<file path="src/rtl/crc16r_pkg.sv">
package crc16r_pkg;
    localparam int          CRC_W     = 16;
    localparam int          BYTE_W    = 8;
    localparam logic [15:0] POLY_REFL = 16'hA001;

    typedef logic [CRC_W-1:0]  crc_t;
    typedef logic [BYTE_W-1:0] byte_t;

    // one input beat as seen by the engine
    typedef struct packed {
        logic  clr;
        logic  take;
        byte_t data;
    } beat_t;
endpackage

</file>
<file path="src/rtl/crc16r_byte_net.sv">
module crc16r_byte_net #(
    parameter int          W    = 16,
    parameter int          DW   = 8,
    parameter logic [W-1:0] POLY = 16'hA001
) (
    input  logic [W-1:0]  crc_i,
    input  logic [DW-1:0] data_i,
    output logic [W-1:0]  crc_o
);
    // stage k holds the register after k single-bit steps
    logic [W-1:0] stg [0:DW];

    assign stg[0] = crc_i ^ W'(data_i);

    for (genvar k = 0; k < DW; k++) begin : g_step
        assign stg[k+1] = stg[k][0] ? ((stg[k] >> 1) ^ POLY) : (stg[k] >> 1);
    end

    assign crc_o = stg[DW];
endmodule

</file>
<file path="src/rtl/crc16r_state_reg.sv">
module crc16r_state_reg #(
    parameter int W = 16
) (
    input  logic         clk,
    input  logic         rst,
    input  logic         clr,
    input  logic         take,
    input  logic [W-1:0] upd,
    output logic [W-1:0] crc_q,
    output logic         zero_q
);
    logic [W-1:0] crc_d;

    always_comb begin
        if (take)     crc_d = upd;
        else if (clr) crc_d = '0;
        else          crc_d = crc_q;
    end

    always_ff @(posedge clk) begin
        if (rst) begin
            crc_q  <= '0;
            zero_q <= 1'b1;
        end else begin
            crc_q  <= crc_d;
            zero_q <= (crc_q == '0);
        end
    end
endmodule

</file>
<file path="src/rtl/crc16r_engine.sv">
module crc16r_engine
    import crc16r_pkg::*;
#(
    parameter logic [CRC_W-1:0] POLY = POLY_REFL
) (
    input  logic              clk,
    input  logic              rst,
    input  logic              start_i,
    input  logic              valid_i,
    input  logic [BYTE_W-1:0] data_i,
    output logic [CRC_W-1:0]  crc_o,
    output logic              residue_zero_o
);
    beat_t beat;
    crc_t  crc_q;
    crc_t  base;
    crc_t  upd;
    logic  zero_q;

    assign beat = '{clr: start_i, take: valid_i, data: data_i};

    // a byte arriving with start is applied to a cleared register
    assign base = beat.clr ? '0 : crc_q;

    crc16r_byte_net #(.W(CRC_W), .DW(BYTE_W), .POLY(POLY)) u_net (
        .crc_i  (base),
        .data_i (beat.data),
        .crc_o  (upd)
    );

    crc16r_state_reg #(.W(CRC_W)) u_reg (
        .clk    (clk),
        .rst    (rst),
        .clr    (beat.clr),
        .take   (beat.take),
        .upd    (upd),
        .crc_q  (crc_q),
        .zero_q (zero_q)
    );

    assign crc_o          = crc_q;
    assign residue_zero_o = zero_q;
endmodule

</file>
<file path="config.mk">
export PLATFORM = sky130hd
export DESIGN_NAME = crc16r_engine
export DESIGN_NICKNAME = d
export VERILOG_FILES = /design/src/rtl/crc16r_pkg.sv /design/src/rtl/crc16r_byte_net.sv /design/src/rtl/crc16r_state_reg.sv /design/src/rtl/crc16r_engine.sv
export SDC_FILE = /design/constraint.sdc
export NUM_CORES = 1
export LEC_CHECK = 0
export BUFFER_PORTS_ARGS = -buffer_cell sky130_fd_sc_hd__clkbuf_2
export CAP_MARGIN = 15
export CELL_PAD_IN_SITES_DETAIL_PLACEMENT = 1
export CELL_PAD_IN_SITES_GLOBAL_PLACEMENT = 2
export CORE_MARGIN = 4
export CORE_UTILIZATION = 31
export DETAILED_ROUTE_END_ITERATION = 12
export PLACE_DENSITY = 0.75
export SYNTH_ARGS = -nofsm -noshare
export SYNTH_HDL_FRONTEND = slang
export SYNTH_HIERARCHICAL = 1
export SYNTH_SLANG_ARGS = --single-unit
</file>
<file path="constraint.sdc">
create_clock -name clk -period 2.2 [get_ports clk]
set_clock_uncertainty 0.1 [all_clocks]
set_input_delay 0.33 -clock clk [delete_from_list [all_inputs] [get_ports clk]]
set_output_delay 0.33 -clock clk [all_outputs]
set_load 0.03 [all_outputs]
</file>
# --- Word-level counts from Yosys, hierarchy flattened ---
# Index checks and enable logic that the tools add are counted.
op_classes:
  n_bitwise: 9
  n_reduce_logical: 1
  n_mux: 10
ops:
  columns: ["operator", "count"]
  rows:
  - ["2-to-1 mux 16 bit", 10]
  - ["NOT 2 -> 3 bit", 8]
  - ["zero test 16 bit", 1]
  - ["XOR 16 x 8 -> 16 bit", 1]
word_totals:
  register_bits: 17
  in_bits: 12

# --- Depth between registers and ports, before layout ---
# Gate-level depths: netlist of run 1.
depth:
  word_depth: 19
  ltp_mapped: 8
  mapped_depth_nobuf: 7

# --- By module ---
# Netlist of run 1, hierarchy kept.
by_module_without_submodules:
  columns: ["module", "seq_area_each_um2", "area_per_inst_um2", "n_inst", "cells_each"]
  rows:
  - ["crc16r_state_reg", 340.3, 695.7, 1, 76]
  - ["crc16r_byte_net", 0.0, 279.0, 1, 29]
  - ["crc16r_engine", 0.0, 143.9, 1, 17]

# --- Least setup slack after synthesis of run 1 ---
# OpenSTA, ideal clock, no wires.
synth_path:
  kind: "register -> register"
  from: "register u_reg.crc_q[5]"
  to: "register u_reg.crc_q[0]"
  n_path_buf: 0
  path_stages_with_launch: 8
  setup_time_ns: 0.128
  path_slack_ns: 0.123
  required_time_ns: 1.972
  period_less_slack_ns: 2.077
  arrival_ns: 1.849
  cell_sequence: "dfxtp_1 nor2b_2 xor2_1 xor2_1 xnor2_2 xnor3_1 nand2_1 a21oi_1"
synth_between:
  elab_chain_cells: 12
synth_rtl:
  columns: ["item", "line", "text"]
  rows:
  - ["start: declaration", "crc16r_state_reg.sv:9", "output logic [W-1:0] crc_q,"]
  - ["start signal: assignment", "crc16r_state_reg.sv:25", "crc_q <= crc_d;"]
  - ["2-to-1 mux 16 bit *", null, null]
  - ["net base[5]", "crc16r_engine.sv:16", "crc_t base;"]
  - ["XOR 16 x 8 -> 16 bit *", "crc16r_byte_net.sv:13", "assign stg[0] = crc_i ^ W'(data_i);"]
  - ["2-to-1 mux 16 bit * (4 in series)", "crc16r_byte_net.sv:16", "assign stg[k+1] = stg[k][0] ? ((stg[k] >> 1) ^ POLY) : (stg[k] >> 1);"]
  - ["NOT 2 -> 3 bit (no line)", null, null]
  - ["2-to-1 mux 16 bit * (4 in series)", "crc16r_byte_net.sv:16", null]
  - ["net upd[0]", "crc16r_engine.sv:17", "crc_t upd;"]
  - ["2-to-1 mux 16 bit *", "crc16r_state_reg.sv:15", "if (take) crc_d = upd;"]
# The timed path passes the listed nets; every way through them passes the cells marked *.
# A chain may end at the register's enable or synchronous reset.

# --- Worst setup path after layout of run 1 ---
layout_path:
  from: "register u_reg.crc_q[3]"
  to: "register u_reg.crc_q[14]"
layout_between:
  elab_chain_cells: 12
layout_rtl:
  columns: ["item", "line"]
  rows:
  - ["2-to-1 mux 16 bit *", null]
  - ["net base[3]", "crc16r_engine.sv:16"]
  - ["XOR 16 x 8 -> 16 bit *", "crc16r_byte_net.sv:13"]
  - ["2-to-1 mux 16 bit * (2 in series)", "crc16r_byte_net.sv:16"]
  - ["NOT 2 -> 3 bit (no line)", null]
  - ["2-to-1 mux 16 bit * (6 in series)", "crc16r_byte_net.sv:16"]
  - ["net upd[14]", "crc16r_engine.sv:17"]
  - ["2-to-1 mux 16 bit *", "crc16r_state_reg.sv:15"]
# Marks and branches as above.

==> results of run 1 <==
[path summary, 6_finish.rpt]
kind                                                     end  slack, ns  cells after the start
worst max-delay path            u_reg/crc_q[14]$_SDFFE_PP0P_       0.16                      8
worst min-delay path            u_reg/crc_q[13]$_SDFFE_PP0P_       0.36                      2
worst max register to register  u_reg/crc_q[14]$_SDFFE_PP0P_       0.16                      8
worst min register to register   u_reg/crc_q[4]$_SDFFE_PP0P_       0.50                      2
[logic make-up (layout without fill, tap and decap cells)]
kind of cell,count (synthesis),in the layout
xor+xnor,23,23
simple gates,52,52
flops,17,17
buf+inv,13,42
compound gates,17,17
[power by group through the flow]
stage          registers [W]  logic, W  clock network (W)
2_1_floorplan       0.000423  0.000207                  0
3_3_place_gp        0.000373  0.000354                  0
3_5_place_dp        0.000374  0.000360                  0
4_1_cts             0.000367  0.000364           0.000185
5_1_grt             0.000372  0.000393           0.000204
6_report            0.000365  0.000358           0.000172
[sequential cells by signal, indices dropped and copies added, names as in the netlist]
name / flops
u_reg/crc_q: 16
u_reg/zero_q: 1
[stage by stage]
step	cell area (sq um)	worst slack (ns)	TNS (ns)	power (W)	instances
finish	1321	0.1594	0	0.0008951	197
floorplan	1119	0.1229	0	0.0006299	122
detailed placement	1295	-0.04096	-0.04960	0.0007340	193
CTS	1321	0.1325	0	0.0009157	197
global placement	1295	0.03206	0	0.0007273	193
global route	1321	0.007150	0	0.0009689	197
[worst max-delay path, stage by stage (launching register included)]
cell	delay, ns
dfxtp_1	0.37
and2b_2	0.21
xnor2_1	0.26
xor2_1	0.33
buf_4	0.18
xor2_1	0.17
xnor2_1	0.14
nand2_1	0.07
a21oi_1	0.14
[cell usage in the layout, fill, tap and decap left out]
master    Yosys  routed
nor4_1        4       4
or3b_1       13      13
xor2_1        7       7
clkbuf_1      2       1
dfxtp_1      17      17
inv_1         1       1
clkbuf_2      0      28
xnor3_1       1       1
nand2_1      16      16
nor2b_2       7       7
xnor2_1      12      12
a41o_1        1       1
xor2_2        1       1
buf_4         5       9
and2b_2       6       6
nor2b_1       3       3
or3b_2        3       3
a21oi_1      16      16
clkbuf_4      0       3
xnor2_2       2       2
[area by class of cell]
type	instances	area share, %
Sequential cell	17	25.76
Timing Repair Buffer	37	15.72
Inverter	1	0.2841
Multi-Input combinational cell	92	51.89
Clock buffer	4	1.989
Tap cell	46	4.356
[metal layers]
| layer | up-vias | wire [microns] | GRT usage (%) |
|---|---|---|---|
| met1 | 434 | 1223 | 16.44 |
| met2 | 15 | 1438 | 24.07 |
| met5 | - | 0 | 0 |
| met3 | 3 | 123 | 4.105 |
| met4 | 0 | 17 | 2.978 |
| li1 | 458 | - | - |
==> summary.md, run 1 <==
| Metric | Value |
|---|---|
| # DRC | `0` |
| Synth cell types | `20` |
| Adder-cell share of the synthesized area | `0%` |
| Largest cells by area after synthesis | `dfxtp_1, or3b_1, xnor2_1` |
| Seq cells post-synth | `17` |
| Cell count after synthesis | `122` |
| Clk_lat worst skew | `0.30 ns` |
| Async SR Flop Fraction | `0%` |
| Final Max Tran Viols | `0` |
| Pin count of the biggest net entering global routing | `33` |
| Vias in the first global route | `960` |
| Die area | `4634 sq um` |
| Slew headroom | `65.10%` |
| Final nets | `164` |
| Switch Pwr | `0.0003222 W` |
| Global Route Usage Sum | `13.74%` |
| Multiplexer area fraction after synthesis | `0%` |
| Post-DP HPWL | `2.175 mm` |
| Syn-to-layout area delta | `18.12%` |
| First-pass DRT Iterations | `3` |
| Critical Path AT | `2.17 ns` |
| CTS max path bufs | `2` |
| Routed Antenna Nets | `0` |
| Post-CTS sizing | `0` |
| Die H | `68.07 microns` |
| Clk pwr share | `19.2%` |
| Crit path time final | `2.041 ns` |
| P per Cell Area | `677.5 nW/um^2` |
| Layout cells sized above 1 | `39.07%` |
| RSZ-0062 raised after global routing | `no` |
| Synth top cells by count | `dfxtp_1, a21oi_1, nand2_1, or3b_1, xnor2_1` |
| Syn nets | `134` |
| I/O Pins | `29` |
| Peak supply drop | `0.2844 mV` |
| Final setup viols | `0` |
| Fin util | `38.68%` |
| Critical Path End Type | `flop` |
| GRT overflow | `0` |
| Clock transition at the registers of the reported paths | `0.10 ns` |
| Synthesized cell area | `1119 sq um` |
| Worst slew pin tran | `0.5235 ns` |
| Initial antenna violation count | `0` |
| Internal Power | `0.0005729 W` |
| Status | `complete, no violations` |
| Period utilization | `92.76%` |
| Clock Sinks | `17` |
| DIE WIDTH | `68.07 microns` |
| Synth Flop Type | `dfxtp_1` |
| Final wirelength | `2.802 mm` |
| Setup bufs post-CTS | `0` |
| First-pass GRT wire length | `4.685 mm` |
| Post-synthesis xor/xnor area fraction | `21.25%` |
| Fmax | `490.0 MHz` |
| Critical Path Start Type | `flop` |
| Hold wc startpoint | `rst` |
| CTS H-tree depth | `1` |
| Max-Cap Viols | `0` |
| Initial Util | `32.75%` |
| Worst Path Required | `2.33 ns` |
| Hold slack | `0.3558 ns` |
| DRT iter0 DRCs | `26` |
| Yosys top cell by area | `dfxtp_1` |
| Via count | `910` |
| Number of synthesized flops with an enable pin | `0` |
| CTS buffer count | `3` |
| Vias/cell | `4.619` |
| Worst reg2reg path startpoint | `u_reg/crc_q[3]$_SDFFE_PP0P_` |
| TritonCTS clock tree | `yes` |
| Register Area | `340.3 sq um` |
| Synth Area in Simple Gates | `31.99%` |
| Synth Area in Compound Gates | `8.054%` |
| Most numerous cell in the Yosys netlist | `dfxtp_1` |
| Synth top area share | `30.43%` |
| Routed length per instance | `14.22 microns` |
| Fill cells | `427` |
| # rows | `21` |
| Yosys synthesis warning count | `6` |
| Logic pwr share | `40.0%` |
| # diodes | `0` |
| Post-CTS Hold Buffers | `0` |
| CP Max Fanout | `4` |
| Root buffer cell | `clkbuf_4` |
| Syn Area/Cell | `9.169 sq um` |
| GP Congestion | `0.7693` |
| Reg power frac | `40.8%` |
| Port buffer count | `28` |
| Switching portion of total power | `35.99%` |
| Sequential share of the synthesized area | `30.43%` |
| Area of the multi-input gates | `685.7 sq um` |
| Hold WC Path Type | `primary input to flop` |
| Core area | `3416 sq um` |
| Static Leak | `0.5571 nW` |
| Crit. Startpoint | `u_reg/crc_q[3]$_SDFFE_PP0P_` |
| Largest family of logic cells by synthesized area | `simple AND/OR/NAND/NOR gates` |
| Final hold vios | `0` |
| CP Class | `flop to flop` |
Power figures use the tool's default switching activity.
==> run 2: changes to the inputs <==
--- a/config.mk
+++ b/config.mk
@@ -11,8 +11,10 @@
 export CELL_PAD_IN_SITES_GLOBAL_PLACEMENT = 2
 export CORE_MARGIN = 4
 export CORE_UTILIZATION = 31
+export CTS_BUF_LIST = sky130_fd_sc_hd__clkbuf_8 sky130_fd_sc_hd__clkbuf_16
 export DETAILED_ROUTE_END_ITERATION = 12
 export PLACE_DENSITY = 0.75
+export SKIP_CTS_REPAIR_TIMING = 1
 export SYNTH_ARGS = -nofsm -noshare
 export SYNTH_HDL_FRONTEND = slang
 export SYNTH_HIERARCHICAL = 1
==> run 2 against run 1 <==
  * Non-clock buffer count unchanged
  * Wire length increased by 1.2%
  * Register-to-register slack improved by 0.02 ns
  * Highest routed layer unchanged
==> summary.md, run 2 (same netlist as run 1, synthesis figures left out) <==
| Metric | Value |
|---|---|
| Status | `complete, no violations` |
| Pin count of the biggest net entering global routing | `33 (unchanged)` |
| Top reg by flops | `u_reg/crc_q` |
| RSZ-0062 raised after global routing | `no` |
| # diodes | `0 (unchanged)` |
| Final wirelength | `2.836 mm (+1.2%)` |
| Routed Antenna Nets | `0 (unchanged)` |
| Internal Power | `0.0006266 W (+9.4%)` |
| Switch Pwr | `0.0003335 W (+3.5%)` |
| Worst Path Required | `2.29 ns (-0.04 ns)` |
| First-pass DRT Iterations | `3 (unchanged)` |
| Clk_lat worst skew | `0.26 ns (-0.04 ns)` |
| CP Class | `flop to flop` |
| Reg power frac | `38.1% (-2.7 points)` |
| Logic pwr share | `37.4% (-2.6 points)` |
| Reg2Reg Setup Slack | `0.18 ns (+0.02 ns)` |
| Core area | `3416 sq um (unchanged)` |
| Switching portion of total power | `34.74% (-1.3 points)` |
| Layout cells sized above 1 | `39.07% (unchanged)` |
| Slew headroom | `64.83% (-0.27 points)` |
| Die area | `4634 sq um (unchanged)` |
| Total power | `0.0009601 W (+7.3%)` |
| P per Cell Area | `716.5 nW/um^2 (+5.8%)` |
| First-pass GRT wire length | `4.705 mm (+0.43%)` |
| Final setup viols | `0 (unchanged)` |
| Global Route Usage Sum | `13.81% (+0.068 points)` |
| Period utilization | `91.73% (-1.0 points)` |
| Clk pwr share | `24.5% (+5.3 points)` |
| # DRC | `0 (unchanged)` |
| Routed length per instance | `14.40 microns (+1.2%)` |
| CTS H-tree depth | `1 (unchanged)` |
| Hold slack | `0.4010 ns (+0.04525 ns)` |
| Initial antenna violation count | `0 (unchanged)` |
| Hold WC Path Type | `primary input to flop` |
| Die H | `68.07 microns (unchanged)` |
| Fmax | `495.5 MHz (+1.1%)` |
| Final hold vios | `0 (unchanged)` |
| # rows | `21 (unchanged)` |
| Critical Path End Type | `flop` |
| Clock Sinks | `17 (unchanged)` |
| Max reg flops | `16 (unchanged)` |
| Most frequent cells in the layout | `clkbuf_2, dfxtp_1, nand2_1, a21oi_1, or3b_1` |
| CP Max Fanout | `4 (unchanged)` |
| Vias in the first global route | `960 (unchanged)` |
| Pre-CTS WS | `-0.04096 ns (unchanged)` |
| Reg2Reg Depth | `8 (unchanged)` |
| Vias/cell | `4.594 (-0.55%)` |
| Via count | `905 (-0.55%)` |
| Largest regs | `u_reg/crc_q: 16 flops, u_reg/zero_q: 1 flops` |
| I/O Pins | `29 (unchanged)` |
| Port buffer count | `28 (unchanged)` |
| Reg-to-Reg End | `u_reg/crc_q[14]$_SDFFE_PP0P_` |
| Worst reg2reg path startpoint | `u_reg/crc_q[3]$_SDFFE_PP0P_` |
| Initial Util | `32.75% (unchanged)` |
| DIE WIDTH | `68.07 microns (unchanged)` |
| CP endpoint | `u_reg/crc_q[14]$_SDFFE_PP0P_` |
| Critical Path AT | `2.11 ns (-0.06 ns)` |
| GRT overflow | `0 (unchanged)` |
| Root buffer cell | `clkbuf_8` |
| DRT iter0 DRCs | `25 (-3.8%)` |
| Post-DP HPWL | `2.175 mm (unchanged)` |
| Static Leak | `0.5690 nW (+2.1%)` |
| Crit. Startpoint | `u_reg/crc_q[3]$_SDFFE_PP0P_` |
| Syn-to-layout area delta | `19.80%` |
| Setup ws final | `0.1819 ns (+0.02250 ns)` |
| Worst slew pin tran | `0.5275 ns (+0.004003 ns)` |
| Clock transition at the registers of the reported paths | `0.07 ns (-0.03 ns)` |
| Peak supply drop | `0.2888 mV (+1.6%)` |
| Most common cell after layout, fill and taps aside | `clkbuf_2` |
| GP Congestion | `0.7693 (unchanged)` |
| TritonCTS clock tree | `yes` |
| Critical Path Start Type | `flop` |
| Max-Cap Viols | `0 (unchanged)` |
| Final Max Tran Viols | `0 (unchanged)` |
| CTS buffer count | `3 (unchanged)` |
| Crit path time final | `2.018 ns (-0.02250 ns)` |
| CTS max path bufs | `2 (unchanged)` |
| Final nets | `164 (unchanged)` |
run 2: changes by cell type in the layout (fill, tap and decap cells not counted), sizes merged:
| cell | previous run | this run |
|---|---|---|
| clkbuf | 32 | 31 |
| inv | 1 | 2 |
run 2: how the worst min path moves through the flow:
| stage | start | to | cells after the start |
|---|---|---|---|
| finish | rst | u_reg/crc_q[13]$_SDFFE_PP0P_ | 2 |
| global route | rst | u_reg/crc_q[10]$_SDFFE_PP0P_ | 2 |
| CTS | rst | u_reg/crc_q[9]$_SDFFE_PP0P_ | 2 |
| detailed placement | u_reg/crc_q[10]$_SDFFE_PP0P_ | u_reg/crc_q[10]$_SDFFE_PP0P_ | 2 |
| global placement | u_reg/crc_q[10]$_SDFFE_PP0P_ | u_reg/crc_q[10]$_SDFFE_PP0P_ | 2 |
| floorplan | start_i | u_reg/crc_q[0]$_SDFFE_PP0P_ | 2 |
run 2: cell type report:
cell class,instances,area [sq um]
clock buffers,3,41.29
clock inverters,1,3.754
fillers,422,2076
inverters,1,3.754
multi-input cells,92,685.7
flip-flops and latches,17,340.3
well taps,46,57.56
repair buffers,37,207.7
run 2: layer usage:
layer | routed length, microns | vias to the layer above | GRT usage, %
li1 | - | 457 | -
met3 | 125 | 2 | 4.105
met2 | 1447 | 15 | 24.07
met1 | 1253 | 431 | 16.63
met4 | 9 | 0 | 2.978
met5 | 0 | - | 0
run 2: power groups by stage:
stage          sequential, W  clock, W  combinational [W]
2_1_floorplan       0.000423         0           0.000207
3_3_place_gp        0.000373         0           0.000354
3_5_place_dp        0.000374         0           0.000360
4_1_cts             0.000367  0.000246           0.000364
5_1_grt             0.000372  0.000266           0.000393
6_report            0.000366  0.000235           0.000359
run 2: through the flow:
step | TNS, ns | std cells | cell area [sq um] | utilization (%)
2_1_floorplan | 0 | 122 | 1119 | -
3_5_place_dp | -0.04960 | 193 | 1295 | 37.91
5_1_grt | 0 | 197 | 1340 | 39.23
3_3_place_gp | 0 | 193 | 1295 | 37.91
4_1_cts | 0 | 197 | 1340 | 39.23
6_report | 0 | 197 | 1340 | 39.23
run 2: worst max-delay path, stage by stage (launching register included):
cell and delay [ns]:
dfxtp_1 0.35, and2b_2 0.21, xnor2_1 0.26, xor2_1 0.32, buf_4 0.18, xor2_1 0.17
xnor2_1 0.14, nand2_1 0.07, a21oi_1 0.14
==> run 3: changes to the inputs <==
--- a/config.mk
+++ b/config.mk
@@ -10,10 +10,10 @@
 export CELL_PAD_IN_SITES_DETAIL_PLACEMENT = 1
 export CELL_PAD_IN_SITES_GLOBAL_PLACEMENT = 2
 export CORE_MARGIN = 4
-export CORE_UTILIZATION = 31
+export CORE_UTILIZATION = 28
 export CTS_BUF_LIST = sky130_fd_sc_hd__clkbuf_8 sky130_fd_sc_hd__clkbuf_16
 export DETAILED_ROUTE_END_ITERATION = 12
-export PLACE_DENSITY = 0.75
+export PLACE_DENSITY = 0.71
 export SKIP_CTS_REPAIR_TIMING = 1
 export SYNTH_ARGS = -nofsm -noshare
 export SYNTH_HDL_FRONTEND = slang
==> constraint.sdc (replaced) <==
create_clock -name clk -period 1.85 [get_ports clk]
set_clock_uncertainty 0.1 [all_clocks]
set_input_delay 0.2775 -clock clk [delete_from_list [all_inputs] [get_ports clk]]
set_output_delay 0.2775 -clock clk [all_outputs]
set_load 0.01 [all_outputs]
==> run 3 against run 2 <==
  * Total power rose by 20%
  * Worst setup slack got worse by 0.17 ns
  * First-iteration DRC count up 56%
  * Wire length up 6.5%
  * Combinational power increased by 25%
  * Critical path type unchanged
  * Clock power grew 16%
  * Sequential power is 17% higher
  * Critical path depth unchanged
  * Critical endpoint is now u_reg/crc_q[0]$_SDFFE_PP0P_
==> summary.md, run 3 (same netlist as run 1, synthesis figures left out) <==
| Metric | Value |
|---|---|
| Worst slew pin tran | `0.3700 ns (-0.1575 ns)` |
| Peak supply drop | `0.3030 mV (+4.9%)` |
| # diodes | `0 (unchanged)` |
| Reg2Reg Depth | `8 (unchanged)` |
| Final nets | `180 (+9.8%)` |
| GP Congestion | `0.7253 (-5.7%)` |
| CP Class | `flop to flop` |
| Logic pwr share | `39.0% (+1.6 points)` |
| Most frequent cells in the layout | `clkbuf_2, buf_4, nand2_1, a21oi_1, dfxtp_1` |
| # DRC | `0 (unchanged)` |
| Layout cells sized above 1 | `50.90% (+12 points)` |
| CTS H-tree depth | `1 (unchanged)` |
| Clk pwr share | `23.7% (-0.8 points)` |
| Die area | `5070 sq um (+9.4%)` |
| Final hold vios | `0 (unchanged)` |
| Pin count of the biggest net entering global routing | `18 (-45%)` |
| Clock transition at the registers of the reported paths | `0.07 ns (about the same)` |
| TritonCTS clock tree | `yes` |
| Status | `complete, no violations` |
| Critical Path AT | `1.86 ns (-0.25 ns)` |
| Global Route Usage Sum | `11.96% (-1.9 points)` |
| P per Cell Area | `746.2 nW/um^2 (+4.1%)` |
| Critical Path Start Type | `flop` |
| Final Max Tran Viols | `0 (unchanged)` |
| Crit path time final | `1.842 ns (-0.1764 ns)` |
| Syn-to-layout area delta | `37.58%` |
| # rows | `22 (+4.8%)` |
| Via count | `968 (+7.0%)` |
| Routed Antenna Nets | `0 (unchanged)` |
| Fmax | `543.0 MHz (+9.6%)` |
| Top reg by flops | `u_reg/crc_q` |
| CP Max Fanout | `3 (-1)` |
| Initial Util | `29.66% (-3.1 points)` |
| Final wirelength | `3.020 mm (+6.5%)` |
| First-pass DRT Iterations | `3 (unchanged)` |
| RSZ-0062 raised after global routing | `yes` |
| DRT iter0 DRCs | `39 (+56%)` |
| Most common cell after layout, fill and taps aside | `clkbuf_2` |
| I/O Pins | `29 (unchanged)` |
| DIE WIDTH | `71.21 microns (+4.6%)` |
| GRT overflow | `0 (unchanged)` |
| Critical Path End Type | `flop` |
| Slew headroom | `75.11% (+10 points)` |
| Post-DP HPWL | `2.319 mm (+6.6%)` |
| Vias in the first global route | `996 (+3.8%)` |
| Vias/cell | `4.502 (-2.0%)` |
| Initial antenna violation count | `0 (unchanged)` |
| Period utilization | `99.55% (+7.8 points)` |
| Hold WC Path Type | `primary input to flop` |
| Routed length per instance | `14.05 microns (-2.4%)` |
| Switch Pwr | `0.0003561 W (+6.8%)` |
| CTS buffer count | `3 (unchanged)` |
| Root buffer cell | `clkbuf_8` |
| Core area | `3771 sq um (+10%)` |
| Hold slack | `0.2745 ns (-0.1265 ns)` |
| Static Leak | `0.6896 nW (+21%)` |
| First-pass GRT wire length | `4.899 mm (+4.1%)` |
| Switching portion of total power | `31.01% (-3.7 points)` |
| Largest regs | `u_reg/crc_q: 16 flops, u_reg/zero_q: 1 flops` |
| Max reg flops | `16 (unchanged)` |
| Die H | `71.21 microns (+4.6%)` |
| Port buffer count | `28 (unchanged)` |
| Worst Path Required | `1.87 ns (-0.42 ns)` |
| Min-Delay Path Depth | `3 (+1)` |
| Clk_lat worst skew | `0.25 ns (about the same)` |
| Reg power frac | `37.3% (-0.8 points)` |
| Clock Sinks | `17 (unchanged)` |
| Max-Cap Viols | `0 (unchanged)` |
| Placement Cell Area | `1430 sq um (+10%)` |
| Final setup viols | `0 (unchanged)` |
| Internal Power | `0.0007922 W (+26%)` |
| CTS max path bufs | `2 (unchanged)` |
| Design Area, Final | `1539 sq um (+15%)` |
==> run 3: cell count changes in the layout (fill, tap and decap cells not counted), sizes merged <==
cell  change
buf      +16
==> run 3: power groups by stage <==
stage	clock network, W	registers [W]	logic [W]
after CTS	0.000291	0.000430	0.000423
final	0.000272	0.000429	0.000447
after floorplan	0	0.000450	0.000254
after global placement	0	0.000437	0.000417
after global routing	0.000305	0.000435	0.000485
after detailed placement	0	0.000437	0.000420
==> run 3: layout make-up <==
type / count / area (sq um)
Clock buffer: 3 / 41.29
Clock inverter: 1 / 3.754
Fill cell: 438 / 2232
Inverter: 1 / 3.754
Multi-Input combinational cell: 92 / 758.2
Sequential cell: 17 / 341.6
Tap cell: 48 / 60.06
Timing Repair Buffer: 53 / 330.3
==> run 3: per-layer routing <==
metal | GRT usage, % | part of all wire [%] | routed length [microns] | vias up
met2 | 19.90 | 48 | 1438 | 14
met5 | 0 | 0 | 0 | -
met4 | 2.505 | 0.30 | 9 | 0
met3 | 2.557 | 2.6 | 79 | 2
met1 | 15.85 | 49 | 1493 | 462
li1 | - | - | - | 490
==> run 3: worst paths after layout <==
path / startpoint / to / slack (ns)
min reg2reg: u_reg/crc_q[6]$_SDFFE_PP0P_ / u_reg/crc_q[6]$_SDFFE_PP0P_ / 0.49
min: valid_i / u_reg/crc_q[15]$_SDFFE_PP0P_ / 0.27
max: u_reg/crc_q[3]$_SDFFE_PP0P_ / u_reg/crc_q[0]$_SDFFE_PP0P_ / 0.008
max reg2reg: u_reg/crc_q[3]$_SDFFE_PP0P_ / u_reg/crc_q[0]$_SDFFE_PP0P_ / 0.008
==> run 3: worst max-delay path, stage by stage, from the launching register on <==
cell and delay [ns]:
dfxtp_2 0.32, and2b_2 0.20, xnor2_2 0.15, xor2_1 0.17
buf_4 0.17, xnor2_2 0.20, xnor3_1 0.26, nand2_1 0.09
a21oi_1 0.06
==> run 3: stage by stage <==
| step | utilization (%) | worst slack (ns) | setup TNS, ns | total power [W] | cells |
|---|---|---|---|---|---|
| global placement | 37.92 | -0.2851 | -0.6486 | 0.0008536 | 209 |
| CTS | 39.12 | -0.08972 | -0.09093 | 0.001144 | 213 |
| detailed placement | 37.92 | -0.3246 | -0.7689 | 0.0008576 | 209 |
| global route | 40.81 | -0.08483 | -0.1186 | 0.001226 | 215 |
| finish | 40.81 | 0.008334 | 0 | 0.001148 | 215 |
| floorplan | - | 0.0009548 | 0 | 0.0007034 | 122 |
